==> src/rtl/dsm_port_pkg.sv <==
package dsm_port_pkg;

    typedef enum logic [2:0] {
        ST_CAL   = 3'd0,
        ST_CONV  = 3'd1,
        ST_UPD   = 3'd2,
        ST_AVAIL = 3'd3,
        ST_SLEEP = 3'd4
    } port_state_e;

    function automatic int unsigned max3(input int unsigned a,
                                         input int unsigned b,
                                         input int unsigned c);
        int unsigned m;
        m = (a > b) ? a : b;
        return (m > c) ? m : c;
    endfunction

endpackage

==> src/rtl/dsm_sclk_sync.sv <==
module dsm_sclk_sync #(
    parameter int unsigned STAGES = 2
) (
    input  logic clk,
    input  logic rst_n,
    input  logic sclk_async,
    output logic lvl,
    output logic rise,
    output logic fall
);

    // chain[0..STAGES-1] resynchronise, chain[STAGES] is the edge history flop
    logic [STAGES:0] chain;

    always_ff @(posedge clk or negedge rst_n) begin
        if (!rst_n) begin
            chain <= '0;
        end else begin
            chain <= {chain[STAGES-1:0], sclk_async};
        end
    end

    assign lvl  = chain[STAGES-1];
    assign rise = chain[STAGES-1] & ~chain[STAGES];
    assign fall = ~chain[STAGES-1] & chain[STAGES];

endmodule

==> src/rtl/dsm_interval_timer.sv <==
module dsm_interval_timer #(
    parameter int unsigned W       = 8,
    parameter int unsigned RST_VAL = 4
) (
    input  logic         clk,
    input  logic         rst_n,
    input  logic         load,
    input  logic [W-1:0] load_val,
    output logic         done
);

    logic [W-1:0] cnt_q;

    always_ff @(posedge clk or negedge rst_n) begin
        if (!rst_n) begin
            cnt_q <= W'(RST_VAL - 1);
        end else if (load) begin
            cnt_q <= load_val - W'(1);
        end else if (cnt_q != '0) begin
            cnt_q <= cnt_q - W'(1);
        end
    end

    assign done = (cnt_q == '0);

    // every interval loaded into the timer lasts at least one cycle
    p_load_nonzero_r8: assert property (@(posedge clk) disable iff (!rst_n)
        load |-> (load_val != '0));

endmodule

==> src/rtl/dsm_hold_detect.sv <==
module dsm_hold_detect #(
    parameter int unsigned HOLD = 16
) (
    input  logic clk,
    input  logic rst_n,
    input  logic en,
    input  logic lvl,
    output logic hit
);

    localparam int unsigned HW = $clog2(HOLD + 1);

    logic [HW-1:0] cnt_q;

    always_ff @(posedge clk or negedge rst_n) begin
        if (!rst_n) begin
            cnt_q <= '0;
        end else if (!en || !lvl) begin
            cnt_q <= '0;
        end else if (cnt_q != HW'(HOLD)) begin
            cnt_q <= cnt_q + HW'(1);
        end
    end

    assign hit = (cnt_q == HW'(HOLD));

    // the detector only fires after an enabled, high cycle
    p_hit_after_high_r5: assert property (@(posedge clk) disable iff (!rst_n)
        hit |-> $past(en && lvl));

endmodule

==> src/rtl/dsm_shift_out.sv <==
module dsm_shift_out #(
    parameter int unsigned DW = 24
) (
    input  logic                          clk,
    input  logic                          rst_n,
    input  logic                          load,
    input  logic [DW-1:0]                 data,
    input  logic                          shift_en,
    output logic                          pin_bit,
    output logic [$clog2(DW+3)-1:0]       pulses
);

    localparam int unsigned CW   = $clog2(DW + 3);
    localparam int unsigned CMAX = (1 << CW) - 1;

    logic [DW-1:0] shreg_q;
    logic          cur_q;
    logic [CW-1:0] cnt_q;

    always_ff @(posedge clk or negedge rst_n) begin
        if (!rst_n) begin
            shreg_q <= '0;
            cur_q   <= 1'b1;
            cnt_q   <= '0;
        end else if (load) begin
            shreg_q <= data;
            cur_q   <= 1'b0;
            cnt_q   <= '0;
        end else if (shift_en) begin
            cur_q   <= shreg_q[DW-1];
            shreg_q <= {shreg_q[DW-2:0], 1'b0};
            if (cnt_q != CW'(CMAX)) begin
                cnt_q <= cnt_q + CW'(1);
            end
        end
    end

    always_comb begin
        if (cnt_q == '0) begin
            pin_bit = 1'b0;
        end else if (cnt_q > CW'(DW)) begin
            pin_bit = 1'b1;
        end else begin
            pin_bit = cur_q;
        end
    end

    assign pulses = cnt_q;

    // each accepted edge advances the pulse count by exactly one
    p_count_step_r2: assert property (@(posedge clk) disable iff (!rst_n)
        ($past(shift_en) && !$past(load) && ($past(cnt_q) < CW'(DW + 2)))
        |-> (cnt_q == $past(cnt_q) + CW'(1)));

endmodule

==> src/rtl/dsm_readout_port.sv <==
module dsm_readout_port
    import dsm_port_pkg::*;
#(
    parameter int unsigned DATA_W    = 24,
    parameter int unsigned CONV_CYC  = 163840,
    parameter int unsigned UPD_CYC   = 374,
    parameter int unsigned SLEEP_CYC = 163430,
    parameter int unsigned CAL_CYC   = 349798
) (
    input  logic              clk,
    input  logic              rst_n,
    input  logic              sclk,
    input  logic [DATA_W-1:0] sample_data,
    output logic              rdy_dout
);

    localparam int unsigned TMAX      = max3(CONV_CYC, CAL_CYC, UPD_CYC);
    localparam int unsigned TW        = $clog2(TMAX + 1);
    localparam int unsigned CW        = $clog2(DATA_W + 3);
    localparam int unsigned CAL_CNT   = DATA_W + 2;
    localparam int unsigned WCAL_CNT  = DATA_W + 1;
    localparam int unsigned AVAIL_CYC = CONV_CYC - UPD_CYC;

    port_state_e   st_q, st_d;
    logic          s_lvl, s_rise, s_fall;
    logic          tmr_load, tmr_done;
    logic [TW-1:0] tmr_val;
    logic          sh_load, sh_en, sh_bit;
    logic [CW-1:0] sh_cnt;
    logic          hold_en, hold_hit;
    logic          seen_q, wake_cal_q;

    dsm_sclk_sync #(.STAGES(2)) u_sync (
        .clk        (clk),
        .rst_n      (rst_n),
        .sclk_async (sclk),
        .lvl        (s_lvl),
        .rise       (s_rise),
        .fall       (s_fall)
    );

    dsm_interval_timer #(.W(TW), .RST_VAL(CAL_CYC)) u_timer (
        .clk      (clk),
        .rst_n    (rst_n),
        .load     (tmr_load),
        .load_val (tmr_val),
        .done     (tmr_done)
    );

    dsm_shift_out #(.DW(DATA_W)) u_shift (
        .clk      (clk),
        .rst_n    (rst_n),
        .load     (sh_load),
        .data     (sample_data),
        .shift_en (sh_en),
        .pin_bit  (sh_bit),
        .pulses   (sh_cnt)
    );

    dsm_hold_detect #(.HOLD(SLEEP_CYC)) u_hold (
        .clk   (clk),
        .rst_n (rst_n),
        .en    (hold_en),
        .lvl   (s_lvl),
        .hit   (hold_hit)
    );

    // next-state logic
    always_comb begin
        st_d = st_q;
        unique case (st_q)
            ST_CAL: begin
                if (tmr_done) st_d = ST_CONV;
            end
            ST_CONV: begin
                if (tmr_done) st_d = ST_UPD;
            end
            ST_UPD: begin
                if (hold_hit)      st_d = ST_SLEEP;
                else if (tmr_done) st_d = ST_AVAIL;
            end
            ST_AVAIL: begin
                if (hold_hit)                               st_d = ST_SLEEP;
                else if (s_fall && sh_cnt >= CW'(CAL_CNT))  st_d = ST_CAL;
                else if (tmr_done)                          st_d = ST_UPD;
            end
            ST_SLEEP: begin
                if (s_fall) st_d = wake_cal_q ? ST_CAL : ST_CONV;
            end
            default: st_d = ST_CAL;
        endcase
    end

    // timer reload on every state change, value chosen by the state entered
    always_comb begin
        tmr_load = (st_d != st_q);
        unique case (st_d)
            ST_CAL:   tmr_val = TW'(CAL_CYC);
            ST_CONV:  tmr_val = TW'(AVAIL_CYC);
            ST_UPD:   tmr_val = TW'(UPD_CYC);
            ST_AVAIL: tmr_val = TW'(AVAIL_CYC);
            ST_SLEEP: tmr_val = TW'(1);
            default:  tmr_val = TW'(1);
        endcase
    end

    assign sh_load = (st_d == ST_AVAIL) && (st_q != ST_AVAIL);
    assign sh_en   = (st_q == ST_AVAIL) && s_rise;
    assign hold_en = (st_q == ST_AVAIL) || ((st_q == ST_UPD) && seen_q);

    // state register
    always_ff @(posedge clk or negedge rst_n) begin
        if (!rst_n) begin
            st_q       <= ST_CAL;
            seen_q     <= 1'b0;
            wake_cal_q <= 1'b0;
        end else begin
            st_q <= st_d;
            if (st_d == ST_AVAIL) begin
                seen_q <= 1'b1;
            end else if (st_d == ST_CAL || st_d == ST_CONV || st_d == ST_SLEEP) begin
                seen_q <= 1'b0;
            end
            if (st_d == ST_SLEEP && st_q != ST_SLEEP) begin
                wake_cal_q <= (sh_cnt == CW'(WCAL_CNT));
            end
        end
    end

    // output logic
    always_comb begin
        unique case (st_q)
            ST_AVAIL: rdy_dout = sh_bit;
            ST_CAL,
            ST_CONV,
            ST_UPD,
            ST_SLEEP: rdy_dout = 1'b1;
            default:  rdy_dout = 1'b1;
        endcase
    end

    // first cycle of a new result shows the pin low
    p_ready_low_r1: assert property (@(posedge clk) disable iff (!rst_n)
        (st_q == ST_AVAIL && $past(st_q) != ST_AVAIL) |-> !rdy_dout);

    // inside a result the pin only moves after an accepted edge
    p_hold_level_r3: assert property (@(posedge clk) disable iff (!rst_n)
        (st_q == ST_AVAIL && $past(st_q) == ST_AVAIL && !$past(s_rise))
        |-> $stable(rdy_dout));

    // a calibration always hands over to a fresh conversion
    p_cal_then_conv_r4: assert property (@(posedge clk) disable iff (!rst_n)
        ($past(st_q) == ST_CAL && st_q != ST_CAL) |-> (st_q == ST_CONV));

    // sleep keeps the pin high from one cycle to the next
    p_sleep_high_r5: assert property (@(posedge clk) disable iff (!rst_n)
        (st_q == ST_SLEEP && $past(st_q) == ST_SLEEP) |-> (rdy_dout && $past(rdy_dout)));

    // leaving sleep needs a synchronised falling edge and starts work
    p_wake_on_fall_r6: assert property (@(posedge clk) disable iff (!rst_n)
        ($past(st_q) == ST_SLEEP && st_q != ST_SLEEP)
        |-> ($past(s_fall) && (st_q == ST_CONV || st_q == ST_CAL)));

    // the shifter is frozen during the update window
    p_window_frozen_r9: assert property (@(posedge clk) disable iff (!rst_n)
        (st_q == ST_UPD && $past(st_q) == ST_UPD) |-> $stable(sh_cnt));

endmodule

==> config.mk <==
export PLATFORM = sky130hd
export DESIGN_NAME = dsm_readout_port
export DESIGN_NICKNAME = d
export VERILOG_FILES = /design/src/rtl/dsm_port_pkg.sv /design/src/rtl/dsm_sclk_sync.sv /design/src/rtl/dsm_interval_timer.sv /design/src/rtl/dsm_hold_detect.sv /design/src/rtl/dsm_shift_out.sv /design/src/rtl/dsm_readout_port.sv
export SDC_FILE = /design/constraint.sdc
export NUM_CORES = 1
export LEC_CHECK = 0
export BUFFER_PORTS_ARGS = -buffer_cell sky130_fd_sc_hd__buf_2
export CAP_MARGIN = 20
export CELL_PAD_IN_SITES_DETAIL_PLACEMENT = 1
export CELL_PAD_IN_SITES_GLOBAL_PLACEMENT = 2
export CORE_MARGIN = 2
export CORE_UTILIZATION = 36
export DETAILED_ROUTE_END_ITERATION = 10
export PLACE_DENSITY = 0.84
export SLEW_MARGIN = 20
export SYNTH_ARGS = -nofsm -noshare
export SYNTH_HDL_FRONTEND = slang
export SYNTH_HIERARCHICAL = 1
export SYNTH_SLANG_ARGS = --single-unit
==> constraint.sdc <==
create_clock -name clk -period 4.6 [get_ports clk]
set_input_delay 0.46 -clock clk [delete_from_list [all_inputs] [get_ports clk]]
set_output_delay 0.46 -clock clk [all_outputs]
set_load 0.05 [all_outputs]
-- Yosys cells after proc, flatten, opt, wreduce, memory -nomap -nowiden
Index checks and enable logic that the tools add are counted.
- bits in read-only memories: 0
- register bits after elaboration: 75
- latch bits: 0
- memories kept: 0
- bits in writable memories: 0
- output and inout bits: 1
- input port bits: 27
- word-level logic and storage cells: 83
- reduce and logical (&&, ||, !) cells: 23
- order comparisons: 2
- $mul: 0
- shift-type cells: 0
- bitwise gates (word level): 4
- add/sub/neg operators: 4
- divide/modulo/power cells: 0
- equality and inequality tests: 15
- mux-type cells: 26
- operators with widths (cell ; count):
    19-bit one-hot mux with 3 select lines ; 1
    24-bit 2-to-1 mux ; 2
    19-bit 2-to-1 mux ; 2
    19-bit by 1-bit subtractor with 19-bit output, second input constant ; 2
    18-bit 2-to-1 mux ; 2
    3-bit 2-to-1 mux ; 7
    19-bit logical NOT ; 1
    19-bit nonzero test ; 1
    18-bit by 1-bit adder with 18-bit output, second input constant ; 1
    18-bit equality test, second input constant ; 1
    18-bit != test, second input constant ; 1
    5-bit 2-to-1 mux ; 3
    3-bit one-hot mux with 5 select lines ; 1
    3-bit by 2-bit equality test with 1-bit output, second input constant ; 4
    2-bit nonzero test ; 5
    1-bit 2-to-1 mux ; 8
    3-bit by 1-bit equality test with 1-bit output, second input constant ; 2
    3-bit equality test, second input constant ; 2
    3-bit logical NOT ; 2
    5-bit by 1-bit adder with 5-bit output, second input constant ; 1
    5-bit equality test, second input constant ; 1
    5-bit greater-or-equal comparator, second input constant ; 1
    5-bit greater-than comparator, second input constant ; 1
    1-bit logical AND ; 5
    11 further kinds ; 17

-- Depth between registers and ports, before layout
Gate-level depths: netlist (run 1).
- depth in word-level cells: 11
- mapped depth: 21
- depth with buffers taken out: 17

-- Hierarchy
Netlist (run 1), hierarchy kept.
- modules (own cells, without submodules) (module ; sequential area each (um^2) ; area an instance (um^2) ; times used ; cells each):
    dsm_interval_timer ; 488.0 ; 1503.9 ; 1 ; 150
    dsm_shift_out ; 752.0 ; 1428.9 ; 1 ; 138
    dsm_hold_detect ; 450.4 ; 1021.0 ; 1 ; 114
    dsm_readout_port ; 125.1 ; 400.4 ; 1 ; 47
    dsm_sclk_sync ; 75.1 ; 90.1 ; 1 ; 5

-- Least setup slack after synthesis (run 1)
Ideal clock, no wire load.
- path kind: register to register
- start: register u_timer.cnt_q[10]
- end: register u_timer.cnt_q[16]
- data required time: 4527 ps
- setup time: 73 ps
- cell stages (with the launch flop): 19
- path slack: -283 ps
- period minus slack after synthesis: 4883 ps
- arrival time: 4809 ps
- path buffers: 4
- cells stage by stage: dfstp_2 or4_4 or3_4 nor3_4 xnor2_1 a311o_4 nand3_1 and3b_1 clkbuf_1 buf_2 buf_2 buf_2 mux2i_1 ha_1 nor4b_2 o22ai_1 nor4_2 xor2_1 o2bb2ai_1
- elaborated cells between the ends (all ways): 21
- classes of those cells: 2 x add/sub; 4 x eq/ne; 10 x mux; 5 x reduce/logical
- RTL lines (what ; RTL line ; source):
    start, declared ; dsm_interval_timer.sv:12 ; logic [W-1:0] cnt_q;
    start signal, assigned ; dsm_interval_timer.sv:16 ; cnt_q <= W'(RST_VAL - 1);
    start signal, assigned ; dsm_interval_timer.sv:18 ; cnt_q <= load_val - W'(1);
    start signal, assigned ; dsm_interval_timer.sv:20 ; cnt_q <= cnt_q - W'(1);
    19-bit logical NOT (*) ; dsm_interval_timer.sv:24 ; assign done = (cnt_q == '0);
    via tmr_done ; dsm_readout_port.sv:26 ; logic tmr_load, tmr_done;
    3-bit 2-to-1 mux ; dsm_readout_port.sv:76, dsm_readout_port.sv:85 ;
    3-bit 2-to-1 mux ; dsm_readout_port.sv:84 ; else if (s_fall && sh_cnt >= CW'(CAL_CNT)) st_d = ST_CAL;
    3-bit 2-to-1 mux ; dsm_readout_port.sv:83 ; if (hold_hit) st_d = ST_SLEEP;
    3-bit one-hot mux with 5 select lines (*) ; dsm_readout_port.sv:71 ; unique case (st_q)
    3-bit != test (*) ; dsm_readout_port.sv:96 ; tmr_load = (st_d != st_q);
    via tmr_load ; dsm_readout_port.sv:26 ;
    19-bit 2-to-1 mux or 2-bit nonzero test (tied branches) ; - ;
The timed path passes the listed nets; every way through them passes the cells marked *. The select of a mux whose other input is x is not followed.
A chain may end at the register's enable or synchronous reset.

-- Worst setup path in the final report (run 1)
- start: register u_timer.cnt_q[8]
- end: register u_timer.cnt_q[16]
The elaborated chain is that of the path after synthesis.

==> flow_metrics.tcl, run 1 <==
set metrics [dict create \
    synth_warnings 6 \
    multiInputGateArea_um2 2460 \
    peakVddDrop_mv 0.160 \
    die_w_um 115 \
    path_class "reg -> reg" \
    drtAntennaViolNets 0 \
    start_kind "flip-flop" \
    first_pass_iters 4 \
    via_per_inst 5.46 \
    antenna_cells 0 \
    crit_path_max_incr_delay_ns 0.51 \
    place_inst 617 \
    cp-end-kind "flip-flop" \
    clkSinkCount 75 \
    wl_mm 10.7 \
    cts_inserted_buffers 9 \
    drive_above_1_share 0.199 \
    cap_violations 0 \
    grt_pass1_vias 3761 \
    regArea_um2 1890 \
    grt_setup_unrepaired "no" \
    grt_pass1_wl_mm 18.3 \
    cts_hold_buffers 0 \
    synth-seq-cells 75 \
    die_y_um 115 \
    synthCells 454 \
    status "finished, final reports clean" \
    vias 3492 \
    num-nets-final 520 \
    wl_per_cell_um 16.8 \
    crit_arrival_ns 4.61 \
    avgSynthCellArea_um2 9.79 \
    setup_viol 0 \
    antenna_found_initial 0 \
    yosysTopAreaCell "dfrtp_1" \
    final.setup.tns_ns 0 \
    grt_usage 0.176 \
    synth_top_flop_cell "dfrtp_1" \
    reg2reg_from "u_timer/cnt_q[8]" \
    power_mw 1.41 \
    worstPathCellList "or4_4 -> or3_4 -> nor3_4 -> xnor2_1 -> o32a_1 -> nand4_1 -> and3b_2 -> mux2i_1 -> ha_1 -> nor4b_4 -> o22ai_1 -> nor4_2 -> buf_4 -> xor2_1 -> o2bb2ai_1" \
    gp_congestion 0.804 \
    worst_skew_pair.late_latency_ns 0.34 \
    drt_iter0_markers 97 \
    synth_cell_types 75 \
    rows 40 \
    final_cell_count_no_fill 639 \
    drv_slew 0 \
    layout_setup_ws_ns 0.262 \
    fin_skew_ns 0.00747 \
    clock_power_share 0.510 \
    nFillCells 1365 \
    reg2reg_depth 15 \
    r2r-end "u_timer/cnt_q[16]" \
    htree_levels 3 \
    dp_hpwl_mm 7.34 \
    layout_min_cycle_time_ns 4.34 \
    initial_core_util 0.370 \
    path_clk_slew_ns 0.06 \
    hp-class "in -> reg" \
    grt_overflow 0 \
    placement.io_buffers 27 \
    area_growth_pct 15.7 \
    io_pins 28 \
    seqPwrFrac 0.471 \
    clockRootBuffer "clkbuf_16" \
    synth-edff-count 0 \
    relSlewSlack 0.352 \
    p_int_mw 1.11 \
    cts_tree "done" \
    holdPathEnd "u_sync/chain[0]" \
    fin_crit_sh 0.943 \
    drc_errors 0 \
    switching_power_mw 0.300 \
    reg2reg_setup_slack_ns 0.26 \
    grt_max_degree 76 \
    yosysTopAreaCellShare 0.360 \
    async_flop_share 1.00 \
    synth_area_leaders "dfrtp_1 (36%), mux2i_1 (7.4%), dfstp_2 (6.5%), xnor2_1 (4.5%), nand2_1 (3.9%)" \
    worst-slew-pin-transition_ns 0.972 \
    worstPathMaxFanout 6 \
    power_leakage_nw 1.85 \
    core_um2 12000 \
    clk_path_buf_depth 2 \
    required_ns 4.87 \
    die_area_um2 13300 \
    fin_util 0.428 \
    fmax_mhz 231 \
    swShare 0.214 \
    hold_viol 0 \
    place_ws_ns 0.156 \
    slowest_stage "or4_4" \
    synth_area_um2 4440 \
    min_path_cells 1 \
    power_frac_comb 0.019 \
    ys_seq_area_frac 0.425 \
    hp-start "sclk" \
    powerDensity_nw_per_um2 274 \
]
-- cells in the final DEF (no fill, tap or decap), drive strengths merged, types with 3 or more instances in the layout --
| cell | n |
|---|---|
| nand3 | 13 |
| nand2 | 47 |
| nand4 | 6 |
| a21oi | 17 |
| dfstp | 11 |
| nor4 | 14 |
| a211oi | 5 |
| mux2i | 33 |
| nor2b | 6 |
| o2bb2ai | 6 |
| xnor2 | 23 |
| nor2 | 39 |
| nor4b | 5 |
| and3 | 4 |
| nand2b | 4 |
| nand3b | 5 |
| ha | 6 |
| inv | 11 |
| clkbuf | 13 |
| o21ai | 33 |
| dfrtp | 64 |
| nor3 | 24 |
| xor2 | 15 |
| a2111oi | 3 |
| conb | 3 |
| buf | 37 |
| or3 | 5 |
-- cell usage after synthesis, drive strengths merged, types with 3 or more instances --
cell type	number
a2111oi	3
a211oi	5
a21oi	17
and3	4
buf	10
clkbuf	8
dfrtp	64
dfstp	11
ha	6
inv	11
mux2i	33
nand2	47
nand2b	4
nand3	13
nand3b	5
nand4	6
nor2	39
nor2b	6
nor3	24
nor4	14
nor4b	5
o21ai	33
o2bb2ai	6
or3	5
xnor2	23
xor2	15
-- metrics by stage --
step	hold slack, ns	area [um^2]
finish	0.227	5140
floorplan	0.164	4470
global route	0.215	5140
detailed placement	0.362	4750
global placement	0.335	4750
CTS	0.216	5040
-- state kept, by name, indices dropped and copies added (netlist names) --
name / flops
u_timer/cnt_q: 19
seen_q: 1
u_sync/chain: 3
u_hold/cnt_q: 18
wake_cal_q: 1
st_q: 3
u_shift/shreg_q: 24
u_shift/cur_q: 1
u_shift/pulses: 5
-- critical path, delay by kind of cell, from the launching register on --
family / cells / cell delay (ns)
mux: 1 / 0.26
fa+ha+maj: 1 / 0.27
compound gates: 3 / 0.79
buf+inv: 1 / 0.16
simple gates: 7 / 2.09
xor+xnor: 2 / 0.32
flops: 1 / 0.42
-- repair_timing --
action | 4_1_cts | 5_1_grt
endpoints found under the setup margin | 0 | 9
resized for setup | 0 | 3
hold endpoints to repair | 0 | 0
setup buffers | 0 | 4
-- how the worst max path moves through the flow --
stage | from | endpoint | slack (ns)
2_1_floorplan | u_timer/cnt_q[10] | u_timer/cnt_q[16] | 0.02
3_3_place_gp | u_timer/cnt_q[10] | u_timer/cnt_q[16] | 0.35
3_5_place_dp | u_timer/cnt_q[8] | u_timer/cnt_q[17] | 0.16
4_1_cts | u_timer/cnt_q[8] | u_timer/cnt_q[17] | 0.15
5_1_grt | u_timer/cnt_q[8] | u_timer/cnt_q[16] | 0.02
6_report | u_timer/cnt_q[8] | u_timer/cnt_q[16] | 0.26
-- kinds of logic (layout without fill, tap and decap cells) --
| kind of cell | count (synthesis) | in the layout | share of synthesized area |
|---|---|---|---|
| buffers and inverters | 29 | 65 | 0.0307 |
| adder cells (fa/ha/maj) | 6 | 6 | 0.0169 |
| flip-flops | 75 | 75 | 0.425 |
| other | 1 | 3 | 0.000844 |
| AO/OA/AOI/OAI | 83 | 83 | 0.135 |
| XOR/XNOR | 38 | 38 | 0.0749 |
| AND/OR/NAND/NOR | 187 | 187 | 0.237 |
| multiplexers | 35 | 35 | 0.0794 |
-- routing by layer --
metal / GRT usage / share of wire
met5: 0 / 0
met4: 0.0755 / 0.019
met3: 0.0327 / 0.025
met2: 0.302 / 0.50
met1: 0.217 / 0.45
-- power by group through the flow --
stage	logic (mW)	registers (mW)	clock network, mW
floorplan	0.00240	0.674	0
global placement	0.0276	0.674	0
detailed placement	0.0280	0.674	0
CTS	0.0281	0.662	0.736
global route	0.0313	0.662	0.766
finish	0.0266	0.663	0.717
-- layout make-up --
| cell class | instances | share of cell area |
|---|---|---|
| Tap cell | 147 | 0.0358 |
| Timing Repair Buffer | 38 | 0.0526 |
| Clock buffer | 12 | 0.0479 |
| Sequential cell | 75 | 0.368 |
| Multi-Input combinational cell | 352 | 0.478 |
| Inverter | 11 | 0.00803 |
| Clock inverter | 4 | 0.00998 |
Power figures use the tool's default switching activity.
==> run 2: changes to the inputs <==
Settings changed: CORE_UTILIZATION 36 to 39, PLACE_DENSITY 0.84 to 0.86.
Clock period 4.6 ns to 4.16 ns, I/O delays scaled along.
==> flow_metrics.tcl, run 2 (synthesized netlist as in run 1, its figures left out) <==
set metrics [dict create \
    reg_top3 "u_shift/shreg_q (24), u_timer/cnt_q (19), u_hold/cnt_q (18)" \
    top_register "u_shift/shreg_q" \
    relSlewSlack 0.352 \
    crit_path_max_incr_delay_ns 0.53 \
    via_per_inst 5.47 \
    htree_levels 3 \
    core_um2 11000 \
    hp-start "sclk" \
    top_usage_layer "met2" \
    worst_skew_pair.late_latency_ns 0.34 \
    cts_hold_buffers 0 \
    drive_above_1_share 0.263 \
    worst-slew-pin-transition_ns 0.972 \
    die_w_um 111 \
    cp-end-kind "flip-flop" \
    largest_register_ffs 24 \
    reg2reg_from "u_timer/cnt_q[10]" \
    cts_tree "done" \
    wl_per_cell_um 17.9 \
    reg2reg_setup_slack_ns -0.07 \
    die_area_um2 12300 \
    min_path_cells 1 \
    fin_crit_sh 1.02 \
    io_pins 28 \
    area_growth_pct 21.9 \
    worstPathCellList "or4_4 -> or3_4 -> nor3_4 -> nand2b_1 -> a311o_4 -> nand4_1 -> and3b_2 -> mux2i_2 -> ha_2 -> nor4b_4 -> buf_4 -> o21bai_2 -> nor4_2 -> xor2_1 -> nor2_1" \
    die_y_um 111 \
    required_ns 4.40 \
    crit_arrival_ns 4.47 \
    grt_use_met3 0.0492 \
    slowest_stage "or4_4" \
    placement.io_buffers 27 \
    r2r-end "u_timer/cnt_q[14]" \
    initial_core_util 0.405 \
    status "complete, but fails checks" \
    met1_usage 0.237 \
    rows 38 \
    final_common_cell "dfrtp_1" \
    worstPathMaxFanout 7 \
    grt_use_met2 0.325 \
    peakVddDrop_mv 0.250 \
    holdPathEnd "u_sync/chain[0]" \
    drv_slew 0 \
    powerDensity_nw_per_um2 302 \
    cap_violations 0 \
    hp-class "in -> reg" \
    clkSinkCount 75 \
    fin_skew_ns 0.00831 \
    setup_viol 1 \
    power_mw 1.63 \
    power_leakage_nw 2.00 \
    grt_usage 0.189 \
    mostFrequentLayoutCells "dfrtp_1 (64), nand2_1 (46), nor2_1 (38)" \
    clk_path_buf_depth 2 \
    start_kind "flip-flop" \
    layout_min_cycle_time_ns 4.23 \
    grt_overflow 0 \
    path_buf_inv 1 \
    antenna_found_initial 0 \
    drt_iter0_markers 111 \
    hold_viol 0 \
    path_clk_slew_ns 0.06 \
    drc_errors 0 \
    path_class "reg -> reg" \
    drtAntennaViolNets 0 \
    gp_congestion 0.851 \
    grt_max_degree 76 \
    clockRootBuffer "clkbuf_16" \
    vias 3572 \
    grt_pass1_wl_mm 18.9 \
    dp_hpwl_mm 7.71 \
    critPathTopFamily "simple AND/OR/NAND/NOR gates" \
    first_pass_iters 4 \
    grt_pass1_vias 3764 \
    wl_mm 11.7 \
    num-nets-final 541 \
    fmax_mhz 237 \
    reg2reg_depth 15 \
    layout_setup_ws_ns -0.0655 \
    violations "negative setup slack" \
    hold_ws_ns 0.181 \
    cts_inserted_buffers 9 \
    grt_setup_unrepaired "yes" \
    antenna_cells 0 \
]
## run 2: cell types whose count changed in the layout (fill, tap and decap cells not counted), sizes merged
cell    previous run  this run
buf               37        59
bufinv             1         2
clkbuf            13        10
clkinv             2         1
inv               11        13
## run 2: metrics by stage
step,std cells,worst slack (ns),area [um^2],TNS (ns),utilization
2_1_floorplan,456,-0.138,4510,-0.271,-
3_3_place_gp,622,0.113,4830,0,0.440
3_5_place_dp,622,-0.107,4830,-0.269,0.440
4_1_cts,642,0.00425,5220,0,0.475
5_1_grt,653,-0.233,5420,-1.15,0.493
6_report,653,-0.0655,5420,-0.0655,0.493
## run 2: area by class of cell
type	instances	area, um^2
fill	1233	5570
clock inverter	6	93.8
tap	140	175
multi-input combinational	352	2580
timing repair buffer	59	398
sequential	75	1890
inverter	11	41.3
clock buffer	10	239
## run 2: what timing repair did
item | CTS | global route
buffers inserted | 4 | 12
pin swaps | 0 | 14
setup endpoints to repair | 8 | 12
resized for setup | 4 | 22
## run 2: worst max path at each step
stage | from | endpoint | slack (ns) | cells after the start
floorplan | u_timer/cnt_q[10] | u_timer/cnt_q[16] | -0.14 | 18
global placement | u_timer/cnt_q[10] | u_timer/cnt_q[9] | 0.11 | 12
detailed placement | u_timer/cnt_q[10] | u_timer/cnt_q[9] | -0.11 | 12
CTS | u_timer/cnt_q[10] | u_timer/cnt_q[16] | 0.004 | 14
global route | u_timer/cnt_q[10] | u_timer/cnt_q[14] | -0.23 | 15
finish | u_timer/cnt_q[10] | u_timer/cnt_q[14] | -0.07 | 15
## run 2: layer usage
| layer | part of all wire | routed length, um |
|---|---|---|
| met1 | 0.45 | 5240 |
| met2 | 0.51 | 5920 |
| met3 | 0.036 | 423 |
| met4 | 0.0079 | 92 |
| met5 | 0 | 0 |
## run 2: power breakdown
group | total (mW) | internal (mW) | switching [mW]
sequential | 0.733 | 0.731 | 0.00111
combinational | 0.0296 | 0.00989 | 0.0197
clock | 0.872 | 0.547 | 0.325
